===== config.mk =====
export PLATFORM = sky130hd
export DESIGN_NAME = chan_fault_reg
export DESIGN_NICKNAME = d
export VERILOG_FILES = /design/src/rtl/chan_fault_pkg.sv /design/src/rtl/fault_ch_cell.sv /design/src/rtl/fault_flag_merge.sv /design/src/rtl/chan_fault_reg.sv
export SDC_FILE = /design/constraint.sdc
export NUM_CORES = 1
export LEC_CHECK = 0
export BUFFER_PORTS_ARGS = -buffer_cell sky130_fd_sc_hd__buf_2
export CAP_MARGIN = 25
export CORE_MARGIN = 5
export CORE_UTILIZATION = 48
export DETAILED_ROUTE_END_ITERATION = 7
export PLACE_DENSITY = 0.81
export SKIP_CTS_REPAIR_TIMING = 1
export SYNTH_ARGS = -nofsm -noshare
export SYNTH_HDL_FRONTEND = slang
export SYNTH_HIERARCHICAL = 1
export SYNTH_SLANG_ARGS = --single-unit

===== constraint.sdc =====
create_clock -name clk_i -period 1.6 [get_ports clk_i]
set_input_delay 0.24 -clock clk_i [delete_from_list [all_inputs] [get_ports clk_i]]
set_output_delay 0.24 -clock clk_i [all_outputs]
set_load 0.02 [all_outputs]

===== src/rtl/chan_fault_pkg.sv =====
package chan_fault_pkg;
  localparam int unsigned NUM_CH_DEF = 8;

  typedef struct packed {
    logic oc;
    logic ol;
  } flag_pair_t;
endpackage


===== src/rtl/fault_ch_cell.sv =====
module fault_ch_cell
  import chan_fault_pkg::*;
#(
  parameter bit OL_DET_EN = 1'b1
) (
  input  logic       clk_i,
  input  logic       rst_ni,
  input  logic       uv_i,
  input  logic       clr_i,
  input  logic       oc_det_i,
  input  logic       ol_det_i,
  input  logic       data_i,
  output flag_pair_t flags_o
);
  logic data_q;
  logic oc_q;
  logic data_fall, data_rise, wipe;

  assign wipe      = uv_i | clr_i;
  assign data_fall = data_q & ~data_i;
  assign data_rise = ~data_q & data_i;

  // previous data sample; undervoltage wipes it with everything else
  always_ff @(posedge clk_i or negedge rst_ni) begin
    if (!rst_ni)   data_q <= 1'b0;
    else if (uv_i) data_q <= 1'b0;
    else           data_q <= data_i;
  end

  // new detect wins over the auto-clear edge
  always_ff @(posedge clk_i or negedge rst_ni) begin
    if (!rst_ni)   oc_q <= 1'b0;
    else if (wipe) oc_q <= 1'b0;
    else           oc_q <= oc_det_i | (oc_q & ~data_fall);
  end

  generate
    if (OL_DET_EN) begin : g_ol
      logic ol_q;
      always_ff @(posedge clk_i or negedge rst_ni) begin
        if (!rst_ni)   ol_q <= 1'b0;
        else if (wipe) ol_q <= 1'b0;
        else           ol_q <= (ol_det_i & ~data_i) | (ol_q & ~data_rise);
      end
      assign flags_o.ol = ol_q;
    end else begin : g_no_ol
      logic unused_ol;
      assign unused_ol  = ol_det_i;
      assign flags_o.ol = 1'b0;
    end
  endgenerate

  assign flags_o.oc = oc_q;
endmodule


===== src/rtl/fault_flag_merge.sv =====
module fault_flag_merge
  import chan_fault_pkg::*;
#(
  parameter int unsigned NUM_CH = NUM_CH_DEF,
  localparam int unsigned WORD_W = 2 * NUM_CH
) (
  input  flag_pair_t [NUM_CH-1:0] flags_i,
  input  logic                    ot_i,
  input  logic                    uv_i,
  output logic [WORD_W-1:0]       fault_word_o,
  output logic [NUM_CH-1:0]       force_off_o,
  output logic                    out_dis_o,
  output logic                    fault_no
);
  logic any_flag;

  always_comb begin
    for (int i = 0; i < NUM_CH; i++) begin
      fault_word_o[NUM_CH+i] = flags_i[i].oc;
      fault_word_o[i]        = flags_i[i].ol;
      force_off_o[i]         = flags_i[i].oc;
    end
  end

  assign any_flag  = |fault_word_o;
  assign out_dis_o = ot_i | uv_i;
  // undervoltage is silent on the shared line
  assign fault_no  = uv_i | ~(any_flag | ot_i);
endmodule


===== src/rtl/chan_fault_reg.sv =====
module chan_fault_reg
  import chan_fault_pkg::*;
#(
  parameter int unsigned NUM_CH    = NUM_CH_DEF,
  parameter bit          OL_DET_EN = 1'b1,
  localparam int unsigned WORD_W   = 2 * NUM_CH
) (
  input  logic              clk_i,
  input  logic              rst_ni,
  input  logic [NUM_CH-1:0] oc_det_i,
  input  logic [NUM_CH-1:0] ol_det_i,
  input  logic [NUM_CH-1:0] data_i,
  input  logic              ot_i,
  input  logic              uv_i,
  input  logic              flt_clr_i,
  output logic [WORD_W-1:0] fault_word_o,
  output logic [NUM_CH-1:0] force_off_o,
  output logic              out_dis_o,
  output logic              fault_no
);
  flag_pair_t [NUM_CH-1:0] flags;

  generate
    for (genvar g = 0; g < NUM_CH; g++) begin : g_ch
      fault_ch_cell #(.OL_DET_EN(OL_DET_EN)) u_cell (
        .clk_i   (clk_i),
        .rst_ni  (rst_ni),
        .uv_i    (uv_i),
        .clr_i   (flt_clr_i),
        .oc_det_i(oc_det_i[g]),
        .ol_det_i(ol_det_i[g]),
        .data_i  (data_i[g]),
        .flags_o (flags[g])
      );
    end
  endgenerate

  fault_flag_merge #(.NUM_CH(NUM_CH)) u_merge (
    .flags_i     (flags),
    .ot_i        (ot_i),
    .uv_i        (uv_i),
    .fault_word_o(fault_word_o),
    .force_off_o (force_off_o),
    .out_dis_o   (out_dis_o),
    .fault_no    (fault_no)
  );
endmodule


==> qor.csv <==
metric,value,unit
worst_pin_slew,0.542,ns
synth_nets,165,
min_path_type,in2reg,
crit_chain,nor4_1 -> nand4_1 -> o41ai_2 -> buf_4,
num_vias,934,
cts_tree,built,
path_max_fanout,2,
grt_max_degree,25,
drtIter0Drc,9,
place_area,0.00143,sq mm
final_net_count,189,
cts_made_buffers,3,
synth_top_flop_cell,dfrtp_1,
hpwl,2100,um
area_growth,7.31,%
worstPathArrival,1.61,ns
finalPower,1190,uW
setup_viol,1,
htree_levels,1,
period_needed,1.85,ns
switchingPower,318,uW
power_frac_seq,55.0,%
yosys_register_bits,24,
status,"complete, but fails checks",
synth-seq-area-share,43.3,%
setup_tns,-0.249,ns
drt-total-wl,2630,um
insertion_delay,0.30,ns
ctsLongestPathBuffers,2,
ys_types,14,
grt_antenna_before_repair,0,
cts.reportedPaths.clkPinSlew,0.12,ns
yosysMostFrequentCell,buf_4,
synth_edf_count,0,
post_drt_via_cell_ratio,4.92,
switching_share,26.8,%
gp_congestion,0.734,
dpl.cell_count,185,
crit_family,simple AND/OR/NAND/NOR gates,
clock_power_share,25.9,%
fin_crit_sh,116,%
gr-total-overflow,0,
crit_buf_inv,1,
wire_per_inst,13.8,um
synthArstFlopShare,100,%
fillCellCount,268,
leakage,0.000747,uW
portBuffers,54,
critPathLaunchType,flop,
synth_area_leaders,"dfrtp_1, buf_4, nand2b_1",
core_area,0.00276,sq mm
yosys-top-cells-count,"buf_4, dfrtp_1, nand2b_1, nor2b_1",
grt_use_total,13.3,%
slew_headroom,63.8,%
ant_nets,0,
seq_area,602,sq um
yosysTopAreaCell,dfrtp_1,
start_util,50.3,%
timing.fmax,0.541,GHz
syn_inst,136,
report.final.slew_viol_count,0,
grt_pass1_vias,1049,
diodes,0,
yosysWarningCount,6,
power_density,798,mW/mm^2
grt_pass1_wl,4430,um
finalNonFillerCells,190,
drc_errors,0,
crit_type,reg2out,
violations,negative setup slack,
finClkSkew,0.000888,ns
syn_area,0.00139,sq mm
dp_slack,0.0528,ns
io_pins,55,
crit_required,1.36,ns
worst_slack,-0.249,ns
drive_gt1_share,52.2,%
r2r_setup_slack,0.71,ns
worstSetupEndpointType,output port,
fp.dieH,63.7,um
power.internal,869,uW
design_area,0.00149,sq mm
combPwrFrac,19.2,%
synth_top_area_share,43.3,%
rows,19,
cts-root-buf,clkbuf_4,
drt_pass1_iterations,4,
cpMaxStageDelayCell,dfrtp_1,
peakVddDrop,605,uV
syn_avg_cell_area,10.2,sq um
die_w,63.7,um
crit_path_max_incr_delay,0.40,ns
die-area,0.00406,sq mm
rsz0062_at_grt,yes,
finalHoldViolations,0,
max_cap_viol_count,0,
cts_num_sinks,24,
multi_input_area,494,sq um
==> cell usage in the layout (no fill, tap or decap) <==
cell type,count
nor3_1,8
nor3_2,8
nand4_1,1
a21oi_1,8
nor2b_1,16
dfrtp_1,23
nand2b_1,16
buf_2,53
clkbuf_4,3
nor4_2,2
nor4_1,1
o41ai_2,1
nor2_1,1
a21oi_2,8
inv_1,1
buf_4,5
dfrtp_2,1
clkbuf_8,1
dlygate4sd3_1,1
or2_2,1
==> flip-flops by register name, indices dropped and copies added, names as in the netlist <==
name / count
g_ch.u_cell/oc_q: 8
g_ch.u_cell/data_q: 8
g_ch.u_cell/g_ol.ol_q: 8
==> per-layer routing <==
metal  track usage (%)  wire, um  vias up
met3              2.28       117        4
li1                  -         -      461
met2              25.4      1450       23
met1              14.2      1020      446
met5                 0         0        -
met4              5.45        37        0
==> cell type report <==
type,instances,share of cell area [%]
repair buffers,59,21.0
multi-input cells,71,33.2
well taps,31,2.61
inverters,1,0.252
clock buffers,4,2.44
flip-flops and latches,24,40.5
==> final timing paths <==
check                           cells past startpoint                             from                            endpoint
worst max-delay path                                4    g_ch[1].u_cell/oc_q$_DFF_PN0_                            fault_no
worst min-delay path                                3                      oc_det_i[4]       g_ch[4].u_cell/oc_q$_DFF_PN0_
worst max register to register                      3  g_ch[5].u_cell/data_q$_DFF_PN0_  g_ch[5].u_cell/g_ol.ol_q$_DFF_PN0_
worst min register to register                      2    g_ch[4].u_cell/oc_q$_DFF_PN0_       g_ch[4].u_cell/oc_q$_DFF_PN0_
max in group asynchronous                           2                           rst_ni       g_ch[6].u_cell/oc_q$_DFF_PN0_
min in group asynchronous                           2                           rst_ni     g_ch[3].u_cell/data_q$_DFF_PN0_
==> worst register-to-register path: cells and delay by family (launching register included) <==
kind | cells | cell delay [ns]
AOI/OAI and AO/OA | 1 | 0.16
and+or+nand+nor | 2 | 0.22
DFF | 1 | 0.40
==> power by group through the flow <==
stage	Sequential, uW	Clock [uW]	Combinational [uW]
after floorplan	655	0	169
after global placement	660	0	220
after detailed placement	663	0	225
after CTS	651	320	225
after global routing	657	336	249
final	652	307	227
==> through the flow <==
step	utilization [%]	hold slack, ns
after floorplan	-	-0.0556
after global routing	53.9	0.164
after global placement	51.7	0.239
after CTS	53.0	-0.101
final	53.9	0.170
after detailed placement	51.7	0.249
==> cell families after synthesis <==
logic type,share of synthesized area (%)
and+or+nand+nor,25.6
buffers and inverters,21.9
DFF,43.3
AOI/OAI and AO/OA,9.12
Power figures use the tool's default switching activity.
